[src/rtl/bus_rd_pkg.sv]
package bus_rd_pkg;
  typedef enum logic [2:0] {
    ST_IDLE = 3'd0,
    ST_T1   = 3'd1,
    ST_T2   = 3'd2,
    ST_T3   = 3'd3,
    ST_TW   = 3'd4,
    ST_T4   = 3'd5
  } bus_st_e;

  function automatic logic strobe_state(input bus_st_e st);
    return (st == ST_T3) || (st == ST_TW);
  endfunction
endpackage

[src/rtl/bus_rd_phase.sv]
module bus_rd_phase #(
  parameter int PH_PER_T = 2,
  localparam int PH_W = (PH_PER_T > 1) ? $clog2(PH_PER_T) : 1
) (
  input  logic            clk_i,
  input  logic            rst_ni,
  input  logic            run_i,
  output logic [PH_W-1:0] ph_o,
  output logic            last_o
);
  logic [PH_W-1:0] ph_q;

  assign last_o = (ph_q == PH_W'(PH_PER_T - 1));
  assign ph_o   = ph_q;

  // phase restarts on every bus-state boundary, including TW repeats
  always_ff @(posedge clk_i or negedge rst_ni) begin
    if (!rst_ni)                ph_q <= '0;
    else if (!run_i || last_o)  ph_q <= '0;
    else                        ph_q <= ph_q + 1'b1;
  end
endmodule

[src/rtl/bus_rd_fsm.sv]
module bus_rd_fsm
  import bus_rd_pkg::*;
(
  input  logic    clk_i,
  input  logic    rst_ni,
  input  logic    start_i,
  input  logic    ready_i,
  input  logic    last_i,
  output bus_st_e state_o,
  output logic    accept_o,
  output logic    done_o
);
  bus_st_e st_q, st_d;

  assign accept_o = start_i && ((st_q == ST_IDLE) || ((st_q == ST_T4) && last_i));
  assign done_o   = (st_q == ST_T4) && last_i;
  assign state_o  = st_q;

  always_comb begin
    st_d = st_q;
    unique case (st_q)
      ST_IDLE: if (accept_o) st_d = ST_T1;
      ST_T1:   if (last_i)   st_d = ST_T2;
      ST_T2:   if (last_i)   st_d = ST_T3;
      ST_T3, ST_TW:
               if (last_i)   st_d = ready_i ? ST_T4 : ST_TW;
      ST_T4:   if (last_i)   st_d = accept_o ? ST_T1 : ST_IDLE;
      default:               st_d = ST_IDLE;
    endcase
  end

  always_ff @(posedge clk_i or negedge rst_ni) begin
    if (!rst_ni) st_q <= ST_IDLE;
    else         st_q <= st_d;
  end
endmodule

[src/rtl/bus_rd_strobe.sv]
module bus_rd_strobe
  import bus_rd_pkg::*;
#(
  parameter int PH_PER_T = 2,
  parameter int FLOAT_PH = 1,
  localparam int PH_W = (PH_PER_T > 1) ? $clog2(PH_PER_T) : 1
) (
  input  logic            clk_i,
  input  logic            rst_ni,
  input  bus_st_e         state_i,
  input  logic [PH_W-1:0] ph_i,
  input  logic            hold_ack_i,
  input  logic            accept_i,
  input  logic            io_sel_i,
  output logic            rd_n_o,
  output logic            rd_oe_o,
  output logic            space_io_o
);
  logic t2_live;
  logic rd_act;
  logic io_q;

  // T2 strobe waits for the multiplexed bus to float
  assign t2_live = (state_i == ST_T2) && (32'(ph_i) >= FLOAT_PH);
  assign rd_act  = strobe_state(state_i) || t2_live;
  assign rd_oe_o = !hold_ack_i;
  assign rd_n_o  = !(rd_act && rd_oe_o);
  assign space_io_o = io_q;

  always_ff @(posedge clk_i or negedge rst_ni) begin
    if (!rst_ni)       io_q <= 1'b0;
    else if (accept_i) io_q <= io_sel_i;
  end
endmodule

[src/rtl/bus_rd_seq.sv]
module bus_rd_seq
  import bus_rd_pkg::*;
#(
  parameter int PH_PER_T = 2,
  parameter int FLOAT_PH = 1
) (
  input  logic       clk_i,
  input  logic       rst_ni,
  input  logic       start_i,
  input  logic       io_sel_i,
  input  logic       ready_i,
  input  logic       hold_ack_i,
  output logic       rd_n_o,
  output logic       rd_oe_o,
  output logic       space_io_o,
  output logic [2:0] state_o,
  output logic       done_o
);
  localparam int PH_W = (PH_PER_T > 1) ? $clog2(PH_PER_T) : 1;

  bus_st_e         state;
  logic [PH_W-1:0] ph;
  logic            last_ph;
  logic            accept;

  bus_rd_phase #(.PH_PER_T(PH_PER_T)) u_phase (
    .clk_i  (clk_i),
    .rst_ni (rst_ni),
    .run_i  (state != ST_IDLE),
    .ph_o   (ph),
    .last_o (last_ph)
  );

  bus_rd_fsm u_fsm (
    .clk_i    (clk_i),
    .rst_ni   (rst_ni),
    .start_i  (start_i),
    .ready_i  (ready_i),
    .last_i   (last_ph),
    .state_o  (state),
    .accept_o (accept),
    .done_o   (done_o)
  );

  bus_rd_strobe #(.PH_PER_T(PH_PER_T), .FLOAT_PH(FLOAT_PH)) u_strobe (
    .clk_i      (clk_i),
    .rst_ni     (rst_ni),
    .state_i    (state),
    .ph_i       (ph),
    .hold_ack_i (hold_ack_i),
    .accept_i   (accept),
    .io_sel_i   (io_sel_i),
    .rd_n_o     (rd_n_o),
    .rd_oe_o    (rd_oe_o),
    .space_io_o (space_io_o)
  );

  assign state_o = state;
endmodule

[config.mk]
export PLATFORM = sky130hd
export DESIGN_NAME = bus_rd_seq
export DESIGN_NICKNAME = d
export VERILOG_FILES = /design/src/rtl/bus_rd_pkg.sv /design/src/rtl/bus_rd_phase.sv /design/src/rtl/bus_rd_fsm.sv /design/src/rtl/bus_rd_strobe.sv /design/src/rtl/bus_rd_seq.sv
export SDC_FILE = /design/constraint.sdc
export NUM_CORES = 1
export LEC_CHECK = 0
export BUFFER_PORTS_ARGS = -buffer_cell sky130_fd_sc_hd__buf_2
export CORE_AREA = 3 3 40 42
export CTS_BUF_LIST = sky130_fd_sc_hd__clkbuf_8
export CTS_CLUSTER_SIZE = 8
export DETAILED_ROUTE_END_ITERATION = 12
export DIE_AREA = 0 0 43 45
export PLACE_DENSITY = 0.54
export SYNTH_ARGS = -nofsm -noshare
export SYNTH_HDL_FRONTEND = slang
export SYNTH_SLANG_ARGS = --single-unit
[constraint.sdc]
create_clock -name clk_i -period 2.8 [get_ports clk_i]
set_input_delay 0.42 -clock clk_i [delete_from_list [all_inputs] [get_ports clk_i]]
set_output_delay 0.42 -clock clk_i [all_outputs]
set_load 0.03 [all_outputs]
==> results.yml, run 1 <==
status:
  status: "completed"
floorplan:
  ioPinCount: 13
  start_util: 0.256
  placeable_core_region_sq_um: 1280
  die_width_um: 43
  number_of_rows_created_at_floorplan: 13
  die_height_um: 45
  die_area_sq_um: 1940
worst_setup_path:
  worst_path_largest_cell_delay_ns: 0.48
  worst_path_max_delay_cell: "sky130_fd_sc_hd__dfrtp_1"
  worstPathArrival_ns: 1.38
  critPathMaxFanout: 10
  critPathRequiredTime_ns: 2.38
  setup.reg_to_reg.worst_slack_ns: 1.52
  critPathBufInv: 1
  timing.critical_path.from_type: "flop"
  critical-path-top-delay-family: "flip-flops"
  timing.critical_path.to_type: "output pin"
  worstPathCellList: "or2b_1 > o22ai_1 > nand2_1 > buf_2"
  critical_path_start_end_classification: "reg2out"
placed_design:
  routability_congestion: 0.688
  dp.final_hpwl_um: 483
  placed_cell_area_sq_um: 380
  portBuffers: 12
clocking:
  cts_hold_buf: 0
  root_buffer: "sky130_fd_sc_hd__clkbuf_8"
  post_cts.repair.setup_buffers: 0
  htree_num_levels: 1
  cts-buffers-inserted: 3
  cts_repair_resized_insts: 0
  clk-insertion-delay-late_ns: 0.22
  clkSlewWorstSetupHoldPaths_ns: 0.03
  cts_tree: "yes"
  cts_sinks: 5
  ctsLongestPathBuffers: 2
global_route:
  grtUsageMet2: 0.0988
  first_pass_grt_wire_length_um: 1150
  number_of_antenna_violations_at_the_first_check_in_global_routing: 0
  vias_in_the_first_global_route: 265
  globalRoute.totalOverflow: 0
  maximum_number_of_pins_on_one_net_before_global_route_repair: 11
  global_route.usage.met3: 0.0159
  global_route.usage.total: 0.0886
  gr-max-usage-layer: "met4"
  grt_use_met1: 0.110
sta:
  relSlewSlack: 0.795
  setup_viol: 0
  fin_crit_sh: 0.642
  max_slew.worst_pin.slew_ns: 0.307
  hold_viol_final: 0
  setup_tns_ns: 0
  final.min_clock_period_ns: 1.80
  fin_hold_ws_ns: 0.00374
  unrepaired_setup_endpoints_after_global_routing: "no"
  final_slew_viol_count: 0
  fin_worst_skew_ns: 0.00151
  achievable-frequency_ghz: 0.557
final_layout:
  layout-drive-gt1-share: 0.340
  nNetsFinal: 57
  antenna_cells: 0
  post-route-cell-area_sq_um: 425
  nFillCells: 140
  areaGrowthSynthToFinish_pct: 29.3
detailed_routing:
  detail_route.drc_violations: 0
  drt_wl_total_um: 639
  drtAntennaViolNets: 0
  via_count: 298
  routed_wire_length_per_instance_um: 9.83
  vias_per_cell: 4.58
  drtPass1Iterations: 4
  detail_route.iter0.violations: 7
logic_synthesis:
  seq_area_frac_synth: 0.380
  syn-cell-area_sq_um: 329
  post_synth.cell_area_avg_sq_um: 8.89
  yosysUniqueCellTypes: 22
  ys_ff_latch: 5
  synth.net_count: 43
  yosys_warnings: 0
  post_synth_inst_count: 37
power:
  combPwrFrac: 0.443
  p_sw_frac: 0.440
  power.density_nw_per_um2: 1260
  p_int_w: 0.000300
  p_sw_w: 0.000236
  power_frac_seq: 0.319
  finalPower_w: 0.000535
  p_leak_nw: 0.217
  ir_drop_mv: 0.401
  clock_power_share: 0.237
min_path:
  min_path_type: "in2async"
job:
  max_cap_violations: 0
-- cell type report --
class | instances | area, sq um | area share
clock inverters | 1 | 3.75 | 0.00882
well taps | 15 | 18.8 | 0.0441
inverters | 2 | 7.51 | 0.0176
multi-input cells | 27 | 169 | 0.397
flip-flops and latches | 5 | 125 | 0.294
clock buffers | 3 | 41.3 | 0.0971
repair buffers | 12 | 60.1 | 0.141
-- per-stage QoR --
step                setup WS, ns   util  std cells
floorplan                   1.05      -         37
global placement            1.25  0.296         61
detailed placement          1.24  0.296         61
CTS                        0.999  0.331         65
global route               0.898  0.331         65
finish                      1.00  0.331         65
-- cell usage in the layout, fill, tap and decap left out --
| cell type | netlist | layout |
|---|---|---|
| sky130_fd_sc_hd__mux2_2 | 1 | 1 |
| sky130_fd_sc_hd__or2b_1 | 1 | 1 |
| sky130_fd_sc_hd__inv_1 | 2 | 3 |
| sky130_fd_sc_hd__and3_4 | 1 | 1 |
| sky130_fd_sc_hd__or3b_1 | 1 | 1 |
| sky130_fd_sc_hd__a21boi_0 | 1 | 1 |
| sky130_fd_sc_hd__mux2i_1 | 1 | 1 |
| sky130_fd_sc_hd__nor3_1 | 2 | 2 |
| sky130_fd_sc_hd__clkbuf_8 | 0 | 3 |
| sky130_fd_sc_hd__nor2b_1 | 1 | 1 |
| sky130_fd_sc_hd__buf_2 | 1 | 12 |
| sky130_fd_sc_hd__o211a_1 | 1 | 1 |
| sky130_fd_sc_hd__nor2_1 | 7 | 7 |
| sky130_fd_sc_hd__dfrtp_1 | 5 | 5 |
| sky130_fd_sc_hd__nand2b_1 | 1 | 1 |
| sky130_fd_sc_hd__nand3_1 | 1 | 1 |
| sky130_fd_sc_hd__nand2_1 | 3 | 3 |
| sky130_fd_sc_hd__o22ai_1 | 1 | 1 |
| sky130_fd_sc_hd__a21oi_1 | 1 | 1 |
| sky130_fd_sc_hd__xor2_1 | 1 | 1 |
| sky130_fd_sc_hd__o32ai_1 | 1 | 1 |
| sky130_fd_sc_hd__o2bb2ai_1 | 1 | 1 |
-- synth_stat cells --
cell	number	area (sq um)
sky130_fd_sc_hd__and3_4	1	11.3
sky130_fd_sc_hd__buf_2	1	5.00
sky130_fd_sc_hd__o32ai_1	1	8.76
sky130_fd_sc_hd__nand2b_1	1	6.26
sky130_fd_sc_hd__mux2i_1	1	10.0
sky130_fd_sc_hd__mux2_2	1	11.3
sky130_fd_sc_hd__dfrtp_1	5	125
sky130_fd_sc_hd__a21boi_0	1	7.51
sky130_fd_sc_hd__nor2b_1	1	6.26
sky130_fd_sc_hd__o211a_1	1	10.0
sky130_fd_sc_hd__nor3_1	2	10.0
sky130_fd_sc_hd__nor2_1	7	26.3
sky130_fd_sc_hd__a21oi_1	1	5.00
sky130_fd_sc_hd__inv_1	2	7.51
sky130_fd_sc_hd__xor2_1	1	8.76
sky130_fd_sc_hd__nand3_1	1	5.00
sky130_fd_sc_hd__or3b_1	1	8.76
sky130_fd_sc_hd__buf_6	2	22.5
sky130_fd_sc_hd__or2b_1	1	7.51
sky130_fd_sc_hd__o22ai_1	1	6.26
sky130_fd_sc_hd__o2bb2ai_1	1	8.76
sky130_fd_sc_hd__nand2_1	3	11.3
-- registers in the layout, indices dropped and copies added (netlist names) --
name,cells
u_fsm.state_o,3
u_strobe.space_io_o,1
u_phase.last_o,1
-- cell families after synthesis --
group / count (synthesis) / synth area share
flops: 5 / 0.380
compound gates: 6 / 0.141
xor+xnor: 1 / 0.0266
buf+inv: 5 / 0.106
simple gates: 18 / 0.281
mux: 2 / 0.0646
-- final timing paths --
| path | startpoint | end | depth (start not counted) |
|---|---|---|---|
| worst max-delay path | u_fsm.state_o[2]$_DFFE_PN0P_ | rd_n_o | 4 |
| worst min-delay path | rst_ni | u_fsm.state_o[0]$_DFFE_PN0P_ | 1 |
| worst max register to register | u_fsm.state_o[0]$_DFFE_PN0P_ | u_strobe.space_io_o$_DFFE_PN0P_ | 3 |
| worst min register to register | u_strobe.space_io_o$_DFFE_PN0P_ | u_strobe.space_io_o$_DFFE_PN0P_ | 2 |
| max in group asynchronous | rst_ni | u_fsm.state_o[1]$_DFFE_PN0P_ | 1 |
| min in group clk_i | u_strobe.space_io_o$_DFFE_PN0P_ | u_strobe.space_io_o$_DFFE_PN0P_ | 2 |
-- routing by layer --
metal	up-vias	part of all wire	wire, um
met3	4	0.069	44
met5	-	0	0
met2	11	0.36	233
met1	132	0.49	311
li1	151	-	-
met4	0	0.075	48
-- power groups by stage --
stage                     Clock (W)  Combinational, W  Sequential (W)
after floorplan                   0          0.000192        0.000183
after global placement            0          0.000238        0.000173
after detailed placement          0          0.000241        0.000172
after CTS                  0.000131          0.000242        0.000170
after global routing       0.000139          0.000260        0.000183
final                      0.000127          0.000237        0.000171
(Power assumes the default switching activity.)
==> run 2, diff against run 1 <==
--- a/config.mk
+++ b/config.mk
@@ -11,7 +11,7 @@
 export CTS_CLUSTER_SIZE = 8
 export DETAILED_ROUTE_END_ITERATION = 12
 export DIE_AREA = 0 0 43 45
-export PLACE_DENSITY = 0.54
+export PLACE_DENSITY = 0.56
 export SYNTH_ARGS = -nofsm -noshare
 export SYNTH_HDL_FRONTEND = slang
 export SYNTH_SLANG_ARGS = --single-unit
==> constraint.sdc (replaced) <==
create_clock -name clk_i -period 1.65 [get_ports clk_i]
set_input_delay 0.2475 -clock clk_i [delete_from_list [all_inputs] [get_ports clk_i]]
set_output_delay 0.2475 -clock clk_i [all_outputs]
set_load 0.03 [all_outputs]
==> run 2 against run 1 <==
Net effect:
- worst setup slack got worse by 0.92 ns
- utilization increased by 1.6 points
- critical path depth unchanged
- hold slack improved by 0.37 ns
- critical endpoint unchanged
- final cell count increased by 3.1%
- global-route usage decreased by 0.25 points
- sequential share of layout area decreased by 1.0 points
- critical path type unchanged
- combinational power increased by 84%
==> results.yml, run 2 (synthesis gave the netlist of run 1 again) <==
sta:
  max_slew.worst_pin.slew_ns: 0.308
  unrepaired_setup_endpoints_after_global_routing: "no"
  postLayoutSetupSlackWorst_ns: 0.0799
  setup_viol: 0
  relSlewSlack: 0.795
  achievable-frequency_ghz: 0.637
  hold_viol_final: 0
  fin_crit_sh: 0.952
  final.min_clock_period_ns: 1.57
  setup_tns_ns: 0
  fin_worst_skew_ns: 0.00314
  final_slew_viol_count: 0
floorplan:
  placeable_core_region_sq_um: 1280
  start_util: 0.256
  die_width_um: 43
  die_height_um: 45
  die_area_sq_um: 1940
  ioPinCount: 13
  number_of_rows_created_at_floorplan: 13
power:
  combPwrFrac: 0.465
  p_sw_w: 0.000409
  ir_drop_mv: 0.694
  power_frac_seq: 0.298
  finalPower_w: 0.000939
  clock_power_share: 0.237
  p_int_w: 0.000530
  p_leak_nw: 0.223
  power.density_nw_per_um2: 2110
  p_sw_frac: 0.436
worst_setup_path:
  worst_path_max_delay_cell: "sky130_fd_sc_hd__dfrtp_2"
  critPathBufInv: 1
  r2r_cells: 3
  cp_num_cells: 4
  worst_path_largest_cell_delay_ns: 0.44
  timing.critical_path.from_type: "flop"
  worstPathArrival_ns: 1.32
  critPathRequiredTime_ns: 1.40
  critical_path_start_end_classification: "reg2out"
  timing.critical_path.to_type: "output pin"
  worstPathCellList: "or2b_1 > o22ai_1 > nand2_1 > buf_2"
  critical-path-top-delay-family: "flip-flops"
  critPathMaxFanout: 10
global_route:
  grt_use_met1: 0.105
  global_route.usage.met3: 0.0279
  number_of_antenna_violations_at_the_first_check_in_global_routing: 0
  maximum_number_of_pins_on_one_net_before_global_route_repair: 11
  gr-max-usage-layer: "met2"
  global_route.usage.total: 0.0861
  globalRoute.totalOverflow: 0
  first_pass_grt_wire_length_um: 1190
  vias_in_the_first_global_route: 275
  grtUsageMet2: 0.114
final_layout:
  areaGrowthSynthToFinish_pct: 35.4
  layout_utilization: 0.347
  antenna_cells: 0
  register_area_sq_um: 126
  multiInputGateArea_sq_um: 169
  layout-drive-gt1-share: 0.385
  final_common_cell: "sky130_fd_sc_hd__buf_2"
  final_cells: 67
  nNetsFinal: 59
  largest_register_ff_count: 3
  nFillCells: 138
  most_used_cells_in_the_layout_excluding_fill_and_tap_cells: "sky130_fd_sc_hd__buf_2, sky130_fd_sc_hd__nor2_1, sky130_fd_sc_hd__dfrtp_1"
clocking:
  clk-insertion-delay-late_ns: 0.22
  post_cts.repair.setup_buffers: 0
  cts-buffers-inserted: 3
  cts_sinks: 5
  htree_num_levels: 1
  clkSlewWorstSetupHoldPaths_ns: 0.04
  root_buffer: "sky130_fd_sc_hd__clkbuf_8"
  cts_tree: "yes"
  ctsLongestPathBuffers: 2
detailed_routing:
  detail_route.iter0.violations: 3
  drtAntennaViolNets: 0
  drt_wl_total_um: 698
  via_count: 299
  routed_wire_length_per_instance_um: 10.4
  vias_per_cell: 4.46
  drtPass1Iterations: 2
  detail_route.drc_violations: 0
placed_design:
  numPlacedInstances: 62
  routability_congestion: 0.666
  portBuffers: 12
  pre_cts_ws_ns: 0.242
  dp.final_hpwl_um: 530
status:
  status: "completed"
min_path:
  min_path_type: "in2async"
job:
  max_cap_violations: 0
[run 2: cell count changes in the layout (fill, tap and decap cells not counted)]
cell / delta
sky130_fd_sc_hd__dfrtp_2: +1
sky130_fd_sc_hd__buf_4: +1
sky130_fd_sc_hd__inv_1: -1
sky130_fd_sc_hd__dfrtp_1: -1
sky130_fd_sc_hd__clkinv_2: +1
sky130_fd_sc_hd__dlygate4sd3_1: +1
[run 2: path summary, 6_finish.rpt]
check,start,endpoint,slack [ns]
setup / recovery,u_fsm.state_o[2]$_DFFE_PN0P_,rd_n_o,0.08
hold / removal,rst_ni,u_phase.last_o$_DFF_PN0_,0.37
setup reg to reg,u_fsm.state_o[0]$_DFFE_PN0P_,u_strobe.space_io_o$_DFFE_PN0P_,0.35
hold reg to reg,u_fsm.state_o[2]$_DFFE_PN0P_,u_fsm.state_o[1]$_DFFE_PN0P_,0.55
max in group asynchronous,rst_ni,u_fsm.state_o[2]$_DFFE_PN0P_,1.13
min in group clk_i,io_sel_i,u_strobe.space_io_o$_DFFE_PN0P_,0.38
[run 2: timing repair]
action | CTS | global route
hold endpoints to repair | 5 | 0
endpoints found under the setup margin | 1 | 0
resized for setup | 1 | 0
hold buffers | 1 | 0
[run 2: metal layers]
layer  wire length (um)  vias to the layer above
met5                  0                        -
met4                 19                        0
met3                 44                        2
met2                302                       10
met1                331                      131
li1                   -                      156
[run 2: power by group through the flow]
stage                     registers [W]  logic [W]  clock network [W]
after floorplan                0.000310   0.000325                  0
after global placement         0.000278   0.000436                  0
after detailed placement       0.000276   0.000441                  0
after CTS                      0.000279   0.000442           0.000227
after global routing           0.000295   0.000484           0.000235
final                          0.000280   0.000437           0.000222
[run 2: cell type report]
type,instances,share of cell area
clock buffers,3,0.0927
clock inverters,1,0.0112
inverters,2,0.0169
multi-input cells,27,0.379
flip-flops and latches,5,0.284
well taps,15,0.0421
repair buffers,14,0.174
[run 2: metrics by stage]
stage / hold slack, ns / area, sq um
floorplan: -0.0481 / 329
detailed placement: 0.0742 / 388
global route: 0.381 / 445
CTS: 0.377 / 445
global placement: 0.0678 / 388
finish: 0.374 / 445
